==> config.mk <==
export PLATFORM = sky130hd
export DESIGN_NAME = adc_result_regs
export DESIGN_NICKNAME = d
export VERILOG_FILES = /design/src/rtl/adc_rr_pkg.sv /design/src/rtl/adc_rr_flags.sv /design/src/rtl/adc_rr_align.sv /design/src/rtl/adc_rr_bus.sv /design/src/rtl/adc_result_regs.sv
export SDC_FILE = /design/constraint.sdc
export NUM_CORES = 1
export LEC_CHECK = 0
export ABC_AREA = 1
export BUFFER_PORTS_ARGS = -buffer_cell sky130_fd_sc_hd__clkbuf_2
export CORE_UTILIZATION = 41
export CTS_CLUSTER_SIZE = 28
export DETAILED_ROUTE_END_ITERATION = 8
export PLACE_DENSITY = 0.77
export SYNTH_ARGS = -nofsm -noshare
export SYNTH_HDL_FRONTEND = slang
export SYNTH_SLANG_ARGS = --single-unit
==> constraint.sdc <==
create_clock -name clk -period 1.2 [get_ports clk]
set_clock_uncertainty 0.2 [all_clocks]
set_input_delay 0.12 -clock clk [delete_from_list [all_inputs] [get_ports clk]]
set_output_delay 0.12 -clock clk [all_outputs]
set_load 0.02 [all_outputs]
==> src/rtl/adc_rr_pkg.sv <==
package adc_rr_pkg;

    localparam int ADDR_W = 3;

    // Register offsets (byte addresses, 16-bit slots)
    localparam logic [ADDR_W-1:0] OFS_RESULT = 3'd0;
    localparam logic [ADDR_W-1:0] OFS_TRIG   = 3'd2;
    localparam logic [ADDR_W-1:0] OFS_CTRL   = 3'd4;
    localparam logic [ADDR_W-1:0] OFS_CLKC   = 3'd6;

    // Control/status bit positions
    localparam int B_DONE    = 0;
    localparam int B_OVR     = 1;
    localparam int B_DONE_IE = 2;
    localparam int B_OVR_IE  = 3;
    localparam int B_ALIGN   = 4;

    typedef struct packed {
        logic done;
        logic ovr;
    } flag_t;

    typedef struct packed {
        logic done_ie;
        logic ovr_ie;
        logic align_left;
    } ctrl_t;

endpackage

==> src/rtl/adc_rr_flags.sv <==
module adc_rr_flags
    import adc_rr_pkg::*;
(
    input  logic  clk,
    input  logic  rst_n,
    input  logic  conv_done,
    input  logic  rd_res,
    input  logic  w1c_ovr,
    output flag_t flags_q
);

    flag_t flags_d;

    always_comb begin
        flags_d = flags_q;
        if (rd_res) begin
            flags_d.done = 1'b0;
        end
        if (w1c_ovr) begin
            flags_d.ovr = 1'b0;
        end
        if (conv_done) begin
            // a completion that coincides with a read does not count as overrun
            if (flags_q.done && !rd_res) begin
                flags_d.ovr = 1'b1;
            end
            flags_d.done = 1'b1;
        end
    end

    always_ff @(posedge clk or negedge rst_n) begin
        if (!rst_n) begin
            flags_q <= '0;
        end else begin
            flags_q <= flags_d;
        end
    end

    a_r2_done_sets: assert property (@(posedge clk) disable iff (!rst_n)
        conv_done |=> flags_q.done);

    a_r3_read_clears: assert property (@(posedge clk) disable iff (!rst_n)
        (rd_res && !conv_done) |=> !flags_q.done);

    a_r3_no_spurious_set: assert property (@(posedge clk) disable iff (!rst_n)
        $rose(flags_q.done) |-> $past(conv_done));

    a_r4_ovr_sets: assert property (@(posedge clk) disable iff (!rst_n)
        (conv_done && flags_q.done && !rd_res) |=> flags_q.ovr);

    a_r5_ovr_sticky: assert property (@(posedge clk) disable iff (!rst_n)
        (flags_q.ovr && !w1c_ovr) |=> flags_q.ovr);

    a_r8_coincide: assert property (@(posedge clk) disable iff (!rst_n)
        (conv_done && rd_res && !flags_q.ovr) |=> (flags_q.done && !flags_q.ovr));

endmodule

==> src/rtl/adc_rr_align.sv <==
module adc_rr_align #(
    parameter int RES_W = 10,
    parameter int BUS_W = 16
) (
    input  logic [RES_W-1:0] sample,
    input  logic             left,
    output logic [BUS_W-1:0] word
);

    localparam int PAD = BUS_W - RES_W;

    generate
        if (PAD == 0) begin : g_full
            logic unused_left;
            assign unused_left = left;
            assign word        = sample;
        end else begin : g_pad
            always_comb begin
                if (left) begin
                    word = {sample, {PAD{1'b0}}};
                end else begin
                    word = {{PAD{1'b0}}, sample};
                end
            end
        end
    endgenerate

endmodule

==> src/rtl/adc_rr_bus.sv <==
module adc_rr_bus
    import adc_rr_pkg::*;
#(
    parameter int BUS_W = 16
) (
    input  logic              bus_sel,
    input  logic              bus_wr,
    input  logic [ADDR_W-1:0] bus_addr,
    input  logic [BUS_W-1:0]  bus_wdata,
    input  logic [BUS_W-1:0]  res_word,
    input  flag_t             flags_q,
    input  ctrl_t             ctrl_q,
    output logic              rd_res,
    output logic              w1c_ovr,
    output logic              ctrl_we,
    output ctrl_t             ctrl_wr,
    output logic [BUS_W-1:0]  bus_rdata
);

    logic rd_cyc;
    logic wr_cyc;
    logic unused_wdata;

    assign rd_cyc = bus_sel && !bus_wr;
    assign wr_cyc = bus_sel && bus_wr;

    assign rd_res  = rd_cyc && (bus_addr == OFS_RESULT);
    assign ctrl_we = wr_cyc && (bus_addr == OFS_CTRL);
    assign w1c_ovr = ctrl_we && bus_wdata[B_OVR];

    assign ctrl_wr.done_ie    = bus_wdata[B_DONE_IE];
    assign ctrl_wr.ovr_ie     = bus_wdata[B_OVR_IE];
    assign ctrl_wr.align_left = bus_wdata[B_ALIGN];

    // read-only / reserved write bits are dropped
    assign unused_wdata = ^{bus_wdata[BUS_W-1:B_ALIGN+1], bus_wdata[B_DONE]};

    always_comb begin
        bus_rdata = '0;
        if (rd_cyc) begin
            unique case (bus_addr)
                OFS_RESULT: bus_rdata = res_word;
                OFS_CTRL: begin
                    bus_rdata[B_DONE]    = flags_q.done;
                    bus_rdata[B_OVR]     = flags_q.ovr;
                    bus_rdata[B_DONE_IE] = ctrl_q.done_ie;
                    bus_rdata[B_OVR_IE]  = ctrl_q.ovr_ie;
                    bus_rdata[B_ALIGN]   = ctrl_q.align_left;
                end
                default: bus_rdata = '0;
            endcase
        end
    end

endmodule

==> src/rtl/adc_result_regs.sv <==
module adc_result_regs
    import adc_rr_pkg::*;
#(
    parameter int RES_W = 10,
    parameter int BUS_W = 16
) (
    input  logic             clk,
    input  logic             rst_n,
    input  logic             conv_done,
    input  logic [RES_W-1:0] conv_data,
    input  logic             bus_sel,
    input  logic             bus_wr,
    input  logic [2:0]       bus_addr,
    input  logic [BUS_W-1:0] bus_wdata,
    output logic [BUS_W-1:0] bus_rdata,
    output logic             irq
);

    localparam int               PAD       = BUS_W - RES_W;
    localparam logic [BUS_W-1:0] LOW_MASK  = ~({BUS_W{1'b1}} << PAD);
    localparam logic [BUS_W-1:0] HIGH_MASK = {BUS_W{1'b1}} << RES_W;

    typedef struct packed {
        logic [RES_W-1:0] sample;
        ctrl_t            ctrl;
    } regs_t;

    regs_t            regs_d;
    regs_t            regs_q;
    flag_t            flags_q;
    logic             rd_res;
    logic             w1c_ovr;
    logic             ctrl_we;
    ctrl_t            ctrl_wr;
    logic [BUS_W-1:0] res_word;

    adc_rr_flags u_flags (
        .clk       (clk),
        .rst_n     (rst_n),
        .conv_done (conv_done),
        .rd_res    (rd_res),
        .w1c_ovr   (w1c_ovr),
        .flags_q   (flags_q)
    );

    adc_rr_align #(
        .RES_W (RES_W),
        .BUS_W (BUS_W)
    ) u_align (
        .sample (regs_q.sample),
        .left   (regs_q.ctrl.align_left),
        .word   (res_word)
    );

    adc_rr_bus #(
        .BUS_W (BUS_W)
    ) u_bus (
        .bus_sel   (bus_sel),
        .bus_wr    (bus_wr),
        .bus_addr  (bus_addr),
        .bus_wdata (bus_wdata),
        .res_word  (res_word),
        .flags_q   (flags_q),
        .ctrl_q    (regs_q.ctrl),
        .rd_res    (rd_res),
        .w1c_ovr   (w1c_ovr),
        .ctrl_we   (ctrl_we),
        .ctrl_wr   (ctrl_wr),
        .bus_rdata (bus_rdata)
    );

    always_comb begin
        regs_d = regs_q;
        if (conv_done) begin
            regs_d.sample = conv_data;
        end
        if (ctrl_we) begin
            regs_d.ctrl = ctrl_wr;
        end
    end

    always_ff @(posedge clk or negedge rst_n) begin
        if (!rst_n) begin
            regs_q <= '0;
        end else begin
            regs_q <= regs_d;
        end
    end

    assign irq = (flags_q.done && regs_q.ctrl.done_ie) ||
                 (flags_q.ovr  && regs_q.ctrl.ovr_ie);

    a_r2_sample_load: assert property (@(posedge clk) disable iff (!rst_n)
        conv_done |=> (regs_q.sample == $past(conv_data)));

    a_r6_irq_quiet: assert property (@(posedge clk) disable iff (!rst_n)
        (!regs_q.ctrl.done_ie && !regs_q.ctrl.ovr_ie) |-> !irq);

    a_r6_irq_on_done: assert property (@(posedge clk) disable iff (!rst_n)
        (conv_done && regs_q.ctrl.done_ie && !ctrl_we) |=> irq);

    a_r7_left_pad: assert property (@(posedge clk) disable iff (!rst_n)
        (rd_res && regs_q.ctrl.align_left) |-> ((bus_rdata & LOW_MASK) == '0));

    a_r7_right_pad: assert property (@(posedge clk) disable iff (!rst_n)
        (rd_res && !regs_q.ctrl.align_left) |-> ((bus_rdata & HIGH_MASK) == '0));

    a_r10_idle_bus: assert property (@(posedge clk) disable iff (!rst_n)
        !bus_sel |-> (bus_rdata == '0));

endmodule

## Word-level counts from Yosys, hierarchy flattened

Index checks and enable logic that the tools add are counted.

- Add/sub/neg operators: 0
- Multiply operators: 0
- Divide/modulo/power cells: 0
- Order comparisons: 0
- Equality and inequality tests: 1
- Shifts and indexed selects: 0
- Mux-type cells: 8
- Bitwise gates (word level): 0
- Reductions and logical operators: 13

Operators by type and width:

| kind | count |
|---|---|
| $mux W16 | 2 |
| $mux W11 | 1 |
| $pmux W5 S2 | 1 |
| $logic_and A1 B1 Y1 | 8 |
| $eq A3 B3 Y1 const B | 1 |
| $logic_not A3 Y1 | 1 |
| $mux W1 | 3 |
| $logic_not A1 Y1 | 2 |
| $mux W2 | 1 |
| $reduce_bool A2 Y1 | 1 |
| $logic_or A1 B1 Y1 | 1 |

- Flip-flop bits (word level): 15
- Latch bits: 0
- RAM bits: 0
- Bits in read-only memories: 0
- Input bits: 34
- Output and inout port bits: 17
- Memories kept: 0

## Depth between registers and ports, before layout

- Depth after elaboration: 7
- Gate-level depth with buffers: 5

## By module

A second synthesis with hierarchy kept.

- Cells, all modules: 172
- Area total of the unflattened synthesis: 1073.5 µm²

Modules (own cells, without submodules):

| module | times used | cells each | area an instance (µm²) | seq. area each (µm²) |
|---|---|---|---|---|
| adc_result_regs | 1 | 58 | 501.7 | 325.3 |
| adc_rr_bus | 1 | 65 | 325.3 | 0.0 |
| adc_rr_align | 1 | 39 | 165.2 | 0.0 |
| adc_rr_flags | 1 | 10 | 81.3 | 50.0 |

## Least setup slack after synthesis

Ideal clock, no wire load.

- Path type: register to output
- Start: reg regs_q[0] in the netlist's numbering
- End: out bus_rdata[5]
- Arrival time: 1.089 ns
- Required time: 0.880 ns
- Slack: -0.209 ns
- Stages on the path, launching flop included: 3
- Cells stage by stage: dfrtp_1 buf_2 nor3_1

- Cells in the longest elaborated chain, start to end: 3

Ends and longest elaborated chain:

| what | RTL line | source |
|---|---|---|
| start: declaration | adc_result_regs.sv:29 | `regs_t regs_q;` |
| start signal: assignment | adc_result_regs.sv:86 | `regs_q <= regs_d;` |
| $mux W16 | adc_rr_align.sv:19 | `if (left) begin` |
| $mux W11 | adc_rr_bus.sv:41 | `unique case (bus_addr)` |
| $mux W16 | adc_rr_bus.sv:40 | `if (rd_cyc) begin` |
| end: declaration | adc_result_regs.sv:15 | `output logic [BUS_W-1:0] bus_rdata,` |

No other way between the ends.

## Worst setup path after layout

- Start: reg regs_q[0] in the netlist's numbering
- End: out bus_rdata[11]

The elaborated chain is that of the path after synthesis.

==> results.md <==
- Crit-path cells: buf_6 > nand3_4 > nor2_2 > buf_6
- Failing checks: setup timing
- WL final: 3160 um
- TritonCTS buffer count: 3
- Crit path arrival time: 1.40 ns
- Post-DR vias/cell: 5.22
- Placement-stage cell area: roughly 1100 um2
- Peak supply drop: 1100 uV
- Run status: finished with violations
- Post-synthesis sequential area ratio: 0.452
- Largest net degree at the start of global routing: 19
- Clock Path Buffers: 2
- Detail Placement HPWL: about 1700 um
- Critical-path top delay cell: dfrtp_2
- Final #Nets: between 200 and 250
- Actual slew at the worst max-slew pin: around 0.38 ns
- Met3 wire length: 159 um
- Die height: 47.0 um
- Unrepaired setup endpoints after global routing: true
- Initial DRC Count: 17
- CTS HTree Levels: 1
- GPL Wtd Cong: 0.774
- Max-cap violations: 0
- Initial antenna violation count: 0
- CTS clk-pin slew, worst paths: around 0.10 ns
- Pre-antenna DRT Iters: 4
- PortBufs: 38
- Cells after synthesis: 114
- CP Class: flip-flop to output port
- Critical Path Start Type: flip-flop
- Final setup viols: 17
- Yosys synthesis warning count: 0
- Max-slew violations: 0
- Worst Setup End Kind: output port
- CTS tree: done
- DRC: 0
- Tmin final: 1.72 ns
- Total Routing Usage GR: 0.293
- N_diodes: 0
- Final worst slack: -0.517 ns
- CP Buf/Inv Count: 2
- Wire length on met1: 1150 um
- WP data required: 0.88 ns
- Cell area after synthesis: between 800 and 900 um2
- Final hold viol count: 0
- CP delay by family, top: flip-flops
- Most common cell on crit path: buf_6
- CP max stage delay: about 0.49 ns
- Synth unique cells: 16
- P per Cell Area: 894 nW/um2
- I/O pin count: 51
- Layout cell share with drive strength beyond 1: 0.444
- Die span in x: 47.0 um
- Leak pwr: 0.748 nW
- Antenna Nets Post-Route: 0
- Yosys reg bits: 15
- Starting density of the core: 0.460
- Root buf cell: clkbuf_4
- Via Count: 1060
- Post-Syn Nets: 148
- Die area: 2210 um2
- Clock latency on the worst-skew pair: around 0.28 ns
- CP Max Fanout: 7
- Post-route cell area: roughly 1500 um2
- Worst Hold Class: primary input to flip-flop
- Site Rows: 15
- Period utilization: 1.43
- Hold Worst Slack: 0.0407 ns
- Avg Inst Size Synth: approximately 7.3 um2
- Slew headroom: 0.748
- Avg WL per Cell: 15.5 um
- First-pass GRT wire length: roughly 4400 um
- Core Util, Final: 0.846
- Area Growth Syn to Fin: 83.7%
- Filler cell count: 103
- GRT overflow: 0
- DR top layer: met4
- Core footprint: between 1500 and 2000 um2
- CTS sink count: 15
- Vias in the first global route: 951
- Fmax: 0.582 GHz
- Met2 WL post-DR: 1760 um
## timing repair
item                       in CTS  in global routing
hold endpoints to repair       29                  0
cloned                          1                  0
hold buffers                   15                  0
resized for setup              26                 45
pin swaps                       8                  8
setup endpoints to repair      17                 17
buffers inserted                1                  0
## power by group
group          internal, mW  switching (mW)
Combinational         0.200           0.241
Sequential            0.558          0.0579
Clock                 0.129           0.178
Total                 0.886           0.476
## registers in the layout, summed over array words and instances, names as in the netlist
name,count
u_flags.flags_q,2
regs_q,13
## path summary, 6_finish.rpt
check	cells after the start	end	slack, ns	from
max	4	bus_rdata[11]	-0.52	regs_q[0]
min	5	regs_q[1]	0.04	bus_sel
max reg2reg	3	regs_q[7]	0.20	regs_q[7]
min reg2reg	2	regs_q[2]	0.35	regs_q[2]
max in group asynchronous	2	regs_q[0]	0.43	rst_n
min in group asynchronous	2	regs_q[12]	0.08	rst_n
## through the flow
step           worst slack (ns)  power, mW  std cells  TNS [ns]
2_1_floorplan           -0.0195      0.777        114   -0.0780
3_3_place_gp             -0.204      0.878        182     -1.90
3_5_place_dp             -0.221      0.890        182     -2.32
4_1_cts                  -0.405       1.27        203     -6.53
5_1_grt                  -0.563       1.42        203     -7.95
6_report                 -0.517       1.36        203     -7.23
## cell type report
class / count / area [um2] / share of cell area
Clock buffer: 4 / 26.3 / 0.0172
Inverter: 11 / 41.3 / 0.0271
Multi-Input combinational cell: 85 / 512 / 0.336
Sequential cell: 15 / 377 / 0.247
Tap cell: 25 / 31.3 / 0.0205
Timing Repair Buffer: 63 / 537 / 0.352
## worst reg2reg max path: cells and delay by family (launching register included)
| family | cells | cell delay [ns] |
|---|---|---|
| AOI/OAI and AO/OA | 1 | 0.18 |
| DFF | 1 | 0.34 |
| buffers and inverters | 2 | 0.19 |
## cell families after synthesis
| kind of cell | count (synthesis) | synth area share |
|---|---|---|
| AND/OR/NAND/NOR | 73 | 0.403 |
| flip-flops | 15 | 0.452 |
| buffers and inverters | 14 | 0.0679 |
| AO/OA/AOI/OAI | 12 | 0.0769 |
## routing by layer
| metal | GRT usage | vias to the layer above |
|---|---|---|
| li1 | - | 491 |
| met1 | 0.356 | 506 |
| met2 | 0.528 | 51 |
| met3 | 0.0462 | 12 |
| met4 | 0.0971 | 0 |
| met5 | 0 | - |
## cells in the mapped netlist
library cell,number,share of area
nand2_1,35,0.16
buf_2,3,0.018
nor3_4,1,0.020
nor2_4,1,0.014
a22o_1,1,0.011
inv_1,10,0.045
nor3_1,1,0.0060
a21oi_1,5,0.030
nand4_1,1,0.0075
dfrtp_1,15,0.45
nand3_1,14,0.084
nor3_2,1,0.012
nor2_1,17,0.077
nand3_2,2,0.024
inv_2,1,0.0045
o21ai_0,6,0.036
## placed cells by master (no fill, tap or decap), drive strengths merged
master and instances:
a22o 1, dlygate4sd3 15, nand2 35, nand4 1, buf 23, clkbuf 29
o21ai 6, nand3 16, dfrtp 15, inv 11, a21oi 5, nor3 3
nor2 18
Note: power is estimated with default switching activity, not from simulation.
